<file path="src/rtl/spc_pkg.sv">
package spc_pkg;

    localparam int SP_BYTES = 32;
    localparam int OFFW     = $clog2(SP_BYTES);

    localparam logic [7:0] CMD_WRITE = 8'h0F;
    localparam logic [7:0] CMD_READ  = 8'hAA;
    localparam logic [7:0] CMD_COPY  = 8'h5A;
    localparam logic [7:0] DONE_PAT  = 8'hAA;
    localparam logic [15:0] CRC_POLY_R = 16'hA001;

    typedef enum logic [3:0] {
        S_CMD, S_WTA1, S_WTA2, S_WDAT, S_WCRC,
        S_RHDR, S_RDAT, S_CTA1, S_CTA2, S_CES,
        S_COPY, S_CDONE, S_HOLD
    } spc_state_e;

    function automatic logic [15:0] crc16_byte(input logic [15:0] c, input logic [7:0] b);
        logic [15:0] r;
        logic        fb;
        r = c;
        for (int k = 0; k < 8; k++) begin
            fb = r[0] ^ b[k];
            r  = r >> 1;
            if (fb) r = r ^ CRC_POLY_R;
        end
        return r;
    endfunction

endpackage

</file>
<file path="src/rtl/spc_store.sv">
module spc_store #(
    parameter int DEPTH = 32,
    parameter int W     = 8,
    localparam int AW_L = $clog2(DEPTH)
) (
    input  logic            clk,
    input  logic            rst_n,
    input  logic            we,
    input  logic [AW_L-1:0] waddr,
    input  logic [W-1:0]    wdata,
    input  logic [AW_L-1:0] raddr,
    output logic [W-1:0]    rdata
);

    logic [W-1:0] mem_q [DEPTH];
    logic [W-1:0] mem_d [DEPTH];

    always_comb begin
        for (int i = 0; i < DEPTH; i++) begin
            mem_d[i] = mem_q[i];
        end
        if (we) mem_d[waddr] = wdata;
    end

    always_ff @(posedge clk or negedge rst_n) begin
        if (!rst_n) begin
            for (int i = 0; i < DEPTH; i++) mem_q[i] <= '0;
        end else begin
            for (int i = 0; i < DEPTH; i++) mem_q[i] <= mem_d[i];
        end
    end

    assign rdata = mem_q[raddr];

    // a store never uses an undefined location
    p_wr_addr_known_r2: assert property (@(posedge clk) disable iff (!rst_n)
        we |-> !$isunknown(waddr));

endmodule

</file>
<file path="src/rtl/spc_crc16.sv">
module spc_crc16 (
    input  logic        clk,
    input  logic        rst_n,
    input  logic        clr,
    input  logic        en,
    input  logic [7:0]  din,
    output logic [15:0] crc
);
    import spc_pkg::*;

    logic [15:0] crc_q, crc_d, base;

    always_comb begin
        base  = clr ? 16'h0000 : crc_q;
        crc_d = en ? crc16_byte(base, din) : base;
    end

    always_ff @(posedge clk or negedge rst_n) begin
        if (!rst_n) crc_q <= '0;
        else        crc_q <= crc_d;
    end

    assign crc = crc_q;

    // the checksum only moves when a byte is fed or it is cleared
    p_crc_stable_r11: assert property (@(posedge clk) disable iff (!rst_n)
        (!en && !clr) |=> $stable(crc_q));

endmodule

</file>
<file path="src/rtl/spc_page_strobe.sv">
module spc_page_strobe #(
    parameter int PAGES = 16,
    parameter logic [PAGES-1:0] MASK = 16'h3000,
    localparam int PGW = $clog2(PAGES)
) (
    input  logic             fire,
    input  logic [PGW-1:0]   page,
    output logic [PAGES-1:0] inc
);

    for (genvar g = 0; g < PAGES; g++) begin : g_pg
        if (MASK[g]) begin : g_cnt
            assign inc[g] = fire && (page == PGW'(g));
        end else begin : g_none
            assign inc[g] = 1'b0;
        end
    end

endmodule

</file>
<file path="src/rtl/spad_copy_ctrl.sv">
module spad_copy_ctrl #(
    parameter int PAGES = 16,
    parameter logic [PAGES-1:0] WCC_MASK = 16'h3000,
    localparam int OFFW = spc_pkg::OFFW,
    localparam int AW   = $clog2(PAGES * spc_pkg::SP_BYTES),
    localparam int PGW  = AW - OFFW
) (
    input  logic             clk,
    input  logic             rst_n,
    input  logic             bus_rst,
    input  logic             rx_valid,
    input  logic [7:0]       rx_byte,
    input  logic             rx_partial,
    input  logic             tx_take,
    output logic [7:0]       tx_byte,
    output logic             ram_we,
    output logic [AW-1:0]    ram_addr,
    output logic [7:0]       ram_wdata,
    output logic [PAGES-1:0] page_inc
);
    import spc_pkg::*;

    localparam logic [15:0] TA_MASK = 16'((32'd1 << AW) - 1);
    localparam logic [OFFW-1:0] OFF_LAST = '1;

    typedef struct packed {
        spc_state_e    st;
        logic [15:0]   ta;
        logic [OFFW-1:0] eoff;
        logic          pf;
        logic          aa;
        logic [OFFW-1:0] off;
        logic [1:0]    hcnt;
        logic          rdone;
    } ctl_t;

    ctl_t q, n;

    logic        sp_we;
    logic [7:0]  sp_rdata;
    logic        crc_clr, crc_en;
    logic [15:0] crc;
    logic        copy_fire;
    logic [7:0]  es_byte;

    assign es_byte = {q.aa, 1'b0, q.pf, q.eoff};

    spc_store #(.DEPTH(SP_BYTES), .W(8)) u_store (
        .clk   (clk),
        .rst_n (rst_n),
        .we    (sp_we),
        .waddr (q.off),
        .wdata (rx_byte),
        .raddr (q.off),
        .rdata (sp_rdata)
    );

    spc_crc16 u_crc (
        .clk   (clk),
        .rst_n (rst_n),
        .clr   (crc_clr),
        .en    (crc_en),
        .din   (rx_byte),
        .crc   (crc)
    );

    spc_page_strobe #(.PAGES(PAGES), .MASK(WCC_MASK)) u_strobe (
        .fire (copy_fire),
        .page (q.ta[AW-1:OFFW]),
        .inc  (page_inc)
    );

    always_comb begin
        n         = q;
        sp_we     = 1'b0;
        crc_clr   = 1'b0;
        crc_en    = 1'b0;
        ram_we    = 1'b0;
        copy_fire = 1'b0;
        if (bus_rst && q.st != S_COPY) begin
            n.st    = S_CMD;
            n.hcnt  = '0;
            n.rdone = 1'b0;
        end else begin
            case (q.st)
                S_CMD: if (rx_valid) begin
                    case (rx_byte)
                        CMD_WRITE: begin
                            n.st    = S_WTA1;
                            n.pf    = 1'b0;
                            n.aa    = 1'b0;
                            crc_clr = 1'b1;
                            crc_en  = 1'b1;
                        end
                        CMD_READ: begin
                            n.st    = S_RHDR;
                            n.hcnt  = '0;
                            n.off   = q.ta[OFFW-1:0];
                            n.rdone = 1'b0;
                        end
                        CMD_COPY: n.st = S_CTA1;
                        default:  n.st = S_HOLD;
                    endcase
                end
                S_WTA1: if (rx_valid) begin
                    n.ta[7:0] = rx_byte & TA_MASK[7:0];
                    n.off     = rx_byte[OFFW-1:0];
                    crc_en    = 1'b1;
                    n.st      = S_WTA2;
                end
                S_WTA2: if (rx_valid) begin
                    n.ta[15:8] = rx_byte & TA_MASK[15:8];
                    crc_en     = 1'b1;
                    n.st       = S_WDAT;
                end
                S_WDAT: begin
                    if (rx_valid) begin
                        sp_we  = 1'b1;
                        crc_en = 1'b1;
                        n.eoff = q.off;
                        if (q.off == OFF_LAST) begin
                            n.st   = S_WCRC;
                            n.hcnt = '0;
                        end else begin
                            n.off = q.off + 1'b1;
                        end
                    end else if (rx_partial) begin
                        n.pf = 1'b1;
                        n.st = S_HOLD;
                    end
                end
                S_WCRC: if (tx_take && q.hcnt != 2'd2) n.hcnt = q.hcnt + 2'd1;
                S_RHDR: if (tx_take) begin
                    if (q.hcnt == 2'd2) n.st = S_RDAT;
                    else                n.hcnt = q.hcnt + 2'd1;
                end
                S_RDAT: if (tx_take && !q.rdone) begin
                    if (q.off == OFF_LAST) n.rdone = 1'b1;
                    else                   n.off   = q.off + 1'b1;
                end
                S_CTA1: if (rx_valid) n.st = (rx_byte == q.ta[7:0])  ? S_CTA2 : S_HOLD;
                S_CTA2: if (rx_valid) n.st = (rx_byte == q.ta[15:8]) ? S_CES  : S_HOLD;
                S_CES: if (rx_valid) begin
                    if (rx_byte == es_byte) begin
                        n.aa  = 1'b1;
                        n.off = q.ta[OFFW-1:0];
                        n.st  = S_COPY;
                    end else begin
                        n.st = S_HOLD;
                    end
                end
                S_COPY: begin
                    ram_we = 1'b1;
                    if (q.off == q.eoff) begin
                        copy_fire = 1'b1;
                        n.st      = S_CDONE;
                    end else begin
                        n.off = q.off + 1'b1;
                    end
                end
                default: ;
            endcase
        end
    end

    always_ff @(posedge clk or negedge rst_n) begin
        if (!rst_n) begin
            q <= '{st: S_CMD, default: '0};
        end else begin
            q <= n;
        end
    end

    assign ram_addr  = {q.ta[AW-1:OFFW], q.off};
    assign ram_wdata = sp_rdata;

    always_comb begin
        case (q.st)
            S_WCRC: case (q.hcnt)
                2'd0:    tx_byte = ~crc[7:0];
                2'd1:    tx_byte = ~crc[15:8];
                default: tx_byte = 8'hFF;
            endcase
            S_RHDR: case (q.hcnt)
                2'd0:    tx_byte = q.ta[7:0];
                2'd1:    tx_byte = q.ta[15:8];
                default: tx_byte = es_byte;
            endcase
            S_RDAT:  tx_byte = q.rdone ? 8'hFF : sp_rdata;
            S_CDONE: tx_byte = DONE_PAT;
            default: tx_byte = 8'hFF;
        endcase
    end

    // RAM is only written once authorization has been accepted
    p_write_needs_aa_r8: assert property (@(posedge clk) disable iff (!rst_n)
        ram_we |-> q.aa);

    // a bus reset cannot abort the RAM write sequence
    p_copy_ignores_reset_r10: assert property (@(posedge clk) disable iff (!rst_n)
        (q.st == S_COPY && bus_rst) |=> (q.st == S_COPY || q.st == S_CDONE));

    // counter strobe only on the final byte of a copy
    p_inc_on_last_write_r12: assert property (@(posedge clk) disable iff (!rst_n)
        (|page_inc) |-> (ram_we && ram_addr[OFFW-1:0] == q.eoff));

    // never more than one page strobed
    p_inc_onehot_r12: assert property (@(posedge clk) disable iff (!rst_n)
        $onehot0(page_inc));

    // a write command leaves both flags clear
    p_write_clears_flags_r5: assert property (@(posedge clk) disable iff (!rst_n)
        (q.st == S_CMD && !bus_rst && rx_valid && rx_byte == CMD_WRITE) |=> (!q.aa && !q.pf));

    // a refused authorization leaves AA as it was
    p_refuse_keeps_aa_r9: assert property (@(posedge clk) disable iff (!rst_n)
        (q.st == S_CES && !bus_rst && rx_valid && rx_byte != es_byte) |=> $stable(q.aa));

endmodule

</file>
<file path="config.mk">
export PLATFORM = sky130hd
export DESIGN_NAME = spad_copy_ctrl
export DESIGN_NICKNAME = d
export VERILOG_FILES = /design/src/rtl/spc_pkg.sv /design/src/rtl/spc_store.sv /design/src/rtl/spc_crc16.sv /design/src/rtl/spc_page_strobe.sv /design/src/rtl/spad_copy_ctrl.sv
export SDC_FILE = /design/constraint.sdc
export NUM_CORES = 1
export LEC_CHECK = 0
export ABC_AREA = 1
export BUFFER_PORTS_ARGS = -buffer_cell sky130_fd_sc_hd__buf_2
export CAP_MARGIN = 20
export CORE_MARGIN = 8
export CORE_UTILIZATION = 49
export CTS_CLUSTER_SIZE = 30
export DETAILED_ROUTE_END_ITERATION = 8
export GPL_TIMING_DRIVEN = 0
export PLACE_DENSITY = 0.66
export RECOVER_POWER = 25
export SYNTH_ARGS = -nofsm -noshare
export SYNTH_HDL_FRONTEND = slang
export SYNTH_SLANG_ARGS = --single-unit
</file>
<file path="constraint.sdc">
create_clock -name clk -period 5.96 [get_ports clk]
set_clock_uncertainty 0.05 [all_clocks]
set_input_delay 0.596 -clock clk [delete_from_list [all_inputs] [get_ports clk]]
set_output_delay 0.596 -clock clk [all_outputs]
set_load 0.02 [all_outputs]
</file>
# After elaboration in Yosys (flattened, before gate mapping)
# Cells that the tools add are included.
[op_classes]
addsub = 2
n_lt_le_gt_ge = 2
eq_ne = 54
n_mux = 76
n_bitwise = 20
n_reduce_logical = 25
[op_table]
columns = ["operator", "n"]
rows = [
  ["bitwise mux 256 bit", 1],
  ["two-way mux 16 bit", 10],
  ["two-way mux 4 bit", 12],
  ["!= test 3 bit, second input constant", 15],
  ["binary-select mux 8 bit (select 5 bit)", 1],
  ["demux 8 bit (select 5 bit)", 1],
  ["two-way mux 8 bit", 5],
  ["case mux 4 bit (9 select lines)", 1],
  ["case mux 8 bit (2 select lines)", 2],
  ["case mux 8 bit (4 select lines)", 1],
  ["case mux 5 bit (6 select lines)", 1],
  ["equality test 4 bit, second input constant", 6],
  ["NOT 2 -> 3 bit", 8],
  ["two-way mux 5 bit", 4],
  ["!= test 2 bit, second input constant", 10],
  ["two-way mux 1 bit", 17],
  ["equality test 4 x 3 -> 1 bit, second input constant", 4],
  ["equality test 8 bit", 2],
  ["NOT 8 bit", 2],
  ["two-way mux 12 bit", 1],
  ["two-way mux 3 bit", 4],
  ["two-way mux 6 bit", 2],
  ["!= test 4 bit, second input constant", 3],
  ["case mux 4 bit (3 select lines)", 1],
  ["other kinds (40)", 65],
]
[totals]
ff_bits = 300
input_bits = 14
output_inout_bits = 42
wordCells = 221

# Logic depth before layout (Yosys ltp)
[depth]
word_depth = 23
mapped_depth = 21
ltp_nobuf = 20

# Hierarchy
# From an unflattened synthesis, not the netlist that was laid out.
[hier_totals]
cells_unflattened = 2118
hier_area_um2 = 15806.4
[by_module_without_submodules]
columns = ["module", "n_inst", "cells_each", "area_per_inst_um2", "seq_area_each_um2"]
rows = [
  ["spc_store", 1, 1491, 11896.4, 6406.1],
  ["spad_copy_ctrl", 1, 445, 2663.8, 700.7],
  ["spc_crc16", 1, 160, 1108.6, 400.4],
  ["spc_page_strobe", 1, 22, 137.6, 0.0],
]

# Least setup slack after synthesis
# OpenSTA, ideal clock, no wires.
[synth_timing]
path_type = "register -> output"
from = "register q (netlist bit ram_addr[0])"
to = "output port tx_byte[0]"
arrival_ps = 2168
required_time_ps = 5314
setup_slack_ps = 3146
stages_incl_launch_ff = 11
path_buffers = 3
cell_sequence = "dfrtp_1 buf_2 inv_1 buf_2 clkbuf_1 o21ai_0 o22ai_1 a221oi_1 nand4_1 o21ai_0 nand4_1"
[synth_between]
elab_chain_len = 6
[synth_lines]
columns = ["item", "line_no", "rtl"]
rows = [
  ["start: declaration", "spad_copy_ctrl.sv:37", "ctl_t q, n;"],
  ["start signal: assignment", "spad_copy_ctrl.sv:170", "q <= n;"],
  ["NOT 5 -> 6 bit (implied by the code)", "spc_store.sv:33", "assign rdata = mem_q[raddr];"],
  ["binary-select mux 8 bit (select 5 bit)", "spc_store.sv:33", ""],
  ["two-way mux 8 bit (implied by the code) (2 in a row)", "spc_store.sv:33", ""],
  ["named net ram_wdata[0]", "spad_copy_ctrl.sv:18", "output logic [7:0] ram_wdata,"],
  ["two-way mux 8 bit", "spad_copy_ctrl.sv:189", "S_RDAT: tx_byte = q.rdone ? 8'hFF : sp_rdata;"],
  ["case mux 8 bit (4 select lines)", "spad_copy_ctrl.sv:178", "case (q.st)"],
  ["end: declaration", "spad_copy_ctrl.sv:15", "output logic [7:0] tx_byte,"],
]
# The timed path passes the listed nets, and every way through them passes these cells. The select of a mux whose other input is x is not followed.

# Worst setup path after layout
[layout_timing]
from = "register q (netlist bit ram_addr[0])"
to = "output port tx_byte[6]"
[layout_between]
elab_chain_len = 6
[layout_lines]
columns = ["item", "line_no"]
rows = [
  ["NOT 5 -> 6 bit (implied by the code)", "spc_store.sv:33"],
  ["binary-select mux 8 bit (select 5 bit)", "spc_store.sv:33"],
  ["two-way mux 8 bit (implied by the code) (2 in a row)", "spc_store.sv:33"],
  ["two-way mux 8 bit", "spad_copy_ctrl.sv:189"],
  ["case mux 8 bit (4 select lines)", "spad_copy_ctrl.sv:178"],
]
# No other way between the ends. The select of a mux whose other input is x is not followed.

==> reports/metrics.csv <==
stage,metric,value,unit
critical_path,worst path buffer plus inverter count,4,
layout,"commonest non-fill, non-tap cell in the layout",nand2_1,
sta,RSZ-0062 raised after global routing,false,
sta,Final setup viols,0,
sta,relative slew slack,-0.644,
sta,fmax,222,MHz
clock_tree,CTS sink count,300,
synthesis,"Seq/Total Area, Yosys",0.506,
grt,Global Route Usage Sum,0.292,
critical_path,CP endpoint kind,output pin,
critical_path,crit path cell chain,buf_2 > inv_1 > clkbuf_1 > o21ai_0 > o22ai_1 > nand2_1 > nand2_1 > a221oi_1 > nand4_1 > o21ai_0 > nand4_1 > buf_2,
grt,first-pass GRT wire length,81600,um
floorplanning,initial core utilization,0.499,
sta,Worst-Margin Slew,2.47,ns
route,DRC,0,
grt,vias in the first global route,13600,
route,via count,14300,
layout,share of layout cells above drive strength 1,0.0840,
placement,Placer Congestion,1.01,
synthesis,Cell variety after synth,45,
layout,Layout Utilization,0.564,
route,drt wl/cell,22.8,um
layout,most frequent cells in the layout,"nand2_1, o21ai_0, dfrtp_1",
floorplanning,Die Height,190,um
power,Cell Int Power,4430,uW
placement,dpl ws,2.19,ns
clock_tree,postcts setup bufs,0,
placement,Detailed Place HPWL,38100,um
outcome,status,finished with violations,
clock_tree,Hold Buf Count CTS,0,
clock_tree,clk buf depth,3,
sta,Final Critical Period,4.50,ns
critical_path,Critical Path RT,5.31,ns
clock_tree,"CTS clk-pin slew, worst paths",0.06,ns
power,P_sw,3360,uW
clock_tree,Clk Tree Root Cell,clkbuf_16,
power,"IR drop worst, VDD",241,uV
grt,Overflow after GRT,0,
synthesis,Mapped Area,14800,sq um
critical_path,Startpoint Class,register,
sta,fin worst setup slack,1.46,ns
floorplanning,boundary pin count,56,
clock_tree,Resized cells post-CTS,0,
sta,final hold vios,0,
power,leakage power total,0.00755,uW
critical_path,"slowest stage cell, crit path",a221oi_1,
synthesis,yosys warns,0,
sta,period utilisation layout,0.754,
power,total power,7780,uW
placement,Port Buf Inserts,37,
floorplanning,die area,36100,sq um
grt,antenna violations before repair,1,
critical_path,Top Family by Delay on Critical Path,compound AO/OA/AOI/OAI gates,
floorplanning,Die X,190,um
floorplanning,core area,29700,sq um
critical_path,Crit path largest cell delay,0.58,ns
power,sequential share of power,0.303,
clock_tree,Skew-Pair Late Insertion Delay,0.52,ns
clock_tree,total CTS buffers,34,
route,final WL,53700,um
route,Pre-antenna DRT Iters,7,
outcome,failing checks,"max-capacitance violations, max-slew violations",
route,"antenna viol nets, final",0,
clock_tree,CTS tree,yes,
route,vias per cell,6.09,
power,Clk network pwr share,0.282,
floorplanning,Row Count,63,
layout,Nets,1964,
critical_path,crit path kind,register to output pin,
synthesis,synthesis-stage register bit count,300,
grt,largest net degree at the start of global routing,121,
sta,Slew Limit Fails,97,
layout,Area growth syn-to-layout,13.0,%
power,P per Cell Area,464,nW/um^2
power,Comb power frac,0.415,
run,maxcap violations,1,
clock_tree,CTS HTree Levels,2,
critical_path,Crit Path Max Fanout,10,
critical_path,CP arrival,3.85,ns
route,DR iter-0 viols,1879,
sta,WHS,0.0254,ns
synthesis,Syn Area/Cell,8.01,sq um
synthesis,Mapped Cells,1853,
power,Switching Share,0.431,
worst_hold_path,HP Class,input pin to asynchronous set/reset pin,
-- power by group through the flow --
stage | Sequential [uW] | Clock (uW) | Combinational (uW)
final | 2360 | 2190 | 3230
after CTS | 2350 | 2200 | 3100
after global routing | 2380 | 2290 | 3400
after detailed placement | 2390 | 0 | 3090
after global placement | 2390 | 0 | 3070
after floorplan | 2330 | 0 | 1950
-- routing by layer --
metal	vias up	track usage	routed length, um
li1	6411	-	-
met1	6975	0.409	22600
met2	788	0.432	23200
met3	163	0.0644	5490
met4	4	0.127	2400
met5	-	0	33
-- sequential cells by signal, indices dropped and copies added (netlist names) --
register,flops
es_byte,7
u_store.mem_q,256
u_crc.crc,16
q,12
ram_addr,9
-- logic make-up after synthesis --
logic type / after synthesis / share of synthesized area
other cells: 1 / 0.000253
fa+ha+maj: 8 / 0.00675
xor+xnor: 17 / 0.0105
simple gates: 710 / 0.193
compound gates: 588 / 0.217
buf+inv: 229 / 0.0663
flops: 300 / 0.506
-- final cells by class --
| cell class | count | area [sq um] |
|---|---|---|
| antenna | 1 | 2.50 |
| clock buffer | 48 | 995 |
| sequential | 300 | 7510 |
| tap | 390 | 488 |
| fill | 2800 | 13000 |
| timing repair buffer | 40 | 233 |
| buffer | 147 | 676 |
| inverter | 82 | 308 |
| clock inverter | 11 | 161 |
| multi-input combinational | 1337 | 6390 |
-- synth_stat cells, drive strengths merged --
master / count / share of area
o21bai: 1 / 0.00051
xnor2: 10 / 0.0059
and2: 1 / 0.00042
a221oi: 19 / 0.011
nand3: 32 / 0.011
nor2: 190 / 0.052
a21oi: 20 / 0.0075
o221ai: 2 / 0.0012
clkbuf: 102 / 0.026
o2111ai: 3 / 0.0018
o41ai: 1 / 0.00059
buf: 45 / 0.020
o21ai: 439 / 0.15
nand2: 450 / 0.12
xor2: 7 / 0.0046
clkinv: 1 / 0.00025
o22ai: 77 / 0.032
a2111oi: 1 / 0.00059
nor4: 3 / 0.0013
nor3: 19 / 0.0067
dfrtp: 300 / 0.51
o311ai: 1 / 0.00059
o211ai: 2 / 0.0010
conb: 1 / 0.00025
o31ai: 2 / 0.0010
a22oi: 4 / 0.0020
ha: 8 / 0.0067
a31oi: 6 / 0.0025
inv: 81 / 0.020
nand4: 15 / 0.0063
a22o: 7 / 0.0041
a211oi: 3 / 0.0015
-- final timing paths --
path | slack (ns) | cells after the start | to | from
max | 1.46 | 12 | tx_byte[6] | ram_addr[0]$_DFFE_PN0P_
min | 0.03 | 1 | u_store.mem_q[37]$_DFFE_PN0P_ | rst_n
max in group asynchronous | 2.96 | 2 | q[2]$_DFFE_PN0P_ | rst_n
min in group clk | 0.32 | 3 | ram_addr[7]$_DFFE_PN0P_ | rx_byte[7]
max reg2reg | 2.48 | 11 | u_store.mem_q[104]$_DFFE_PN0P_ | ram_addr[0]$_DFFE_PN0P_
min reg2reg | 0.43 | 2 | u_store.mem_q[173]$_DFFE_PN0P_ | u_store.mem_q[173]$_DFFE_PN0P_
-- per-stage QoR --
| stage | area (sq um) | TNS [ns] | std cells |
|---|---|---|---|
| floorplan | 14900 | 0 | 1866 |
| global placement | 15600 | -448.15 | 2293 |
| detailed placement | 15600 | 0 | 2296 |
| CTS | 16800 | 0 | 2355 |
| global route | 16800 | 0 | 2355 |
| finish | 16800 | 0 | 2356 |
Power figures use the tool's default switching activity.
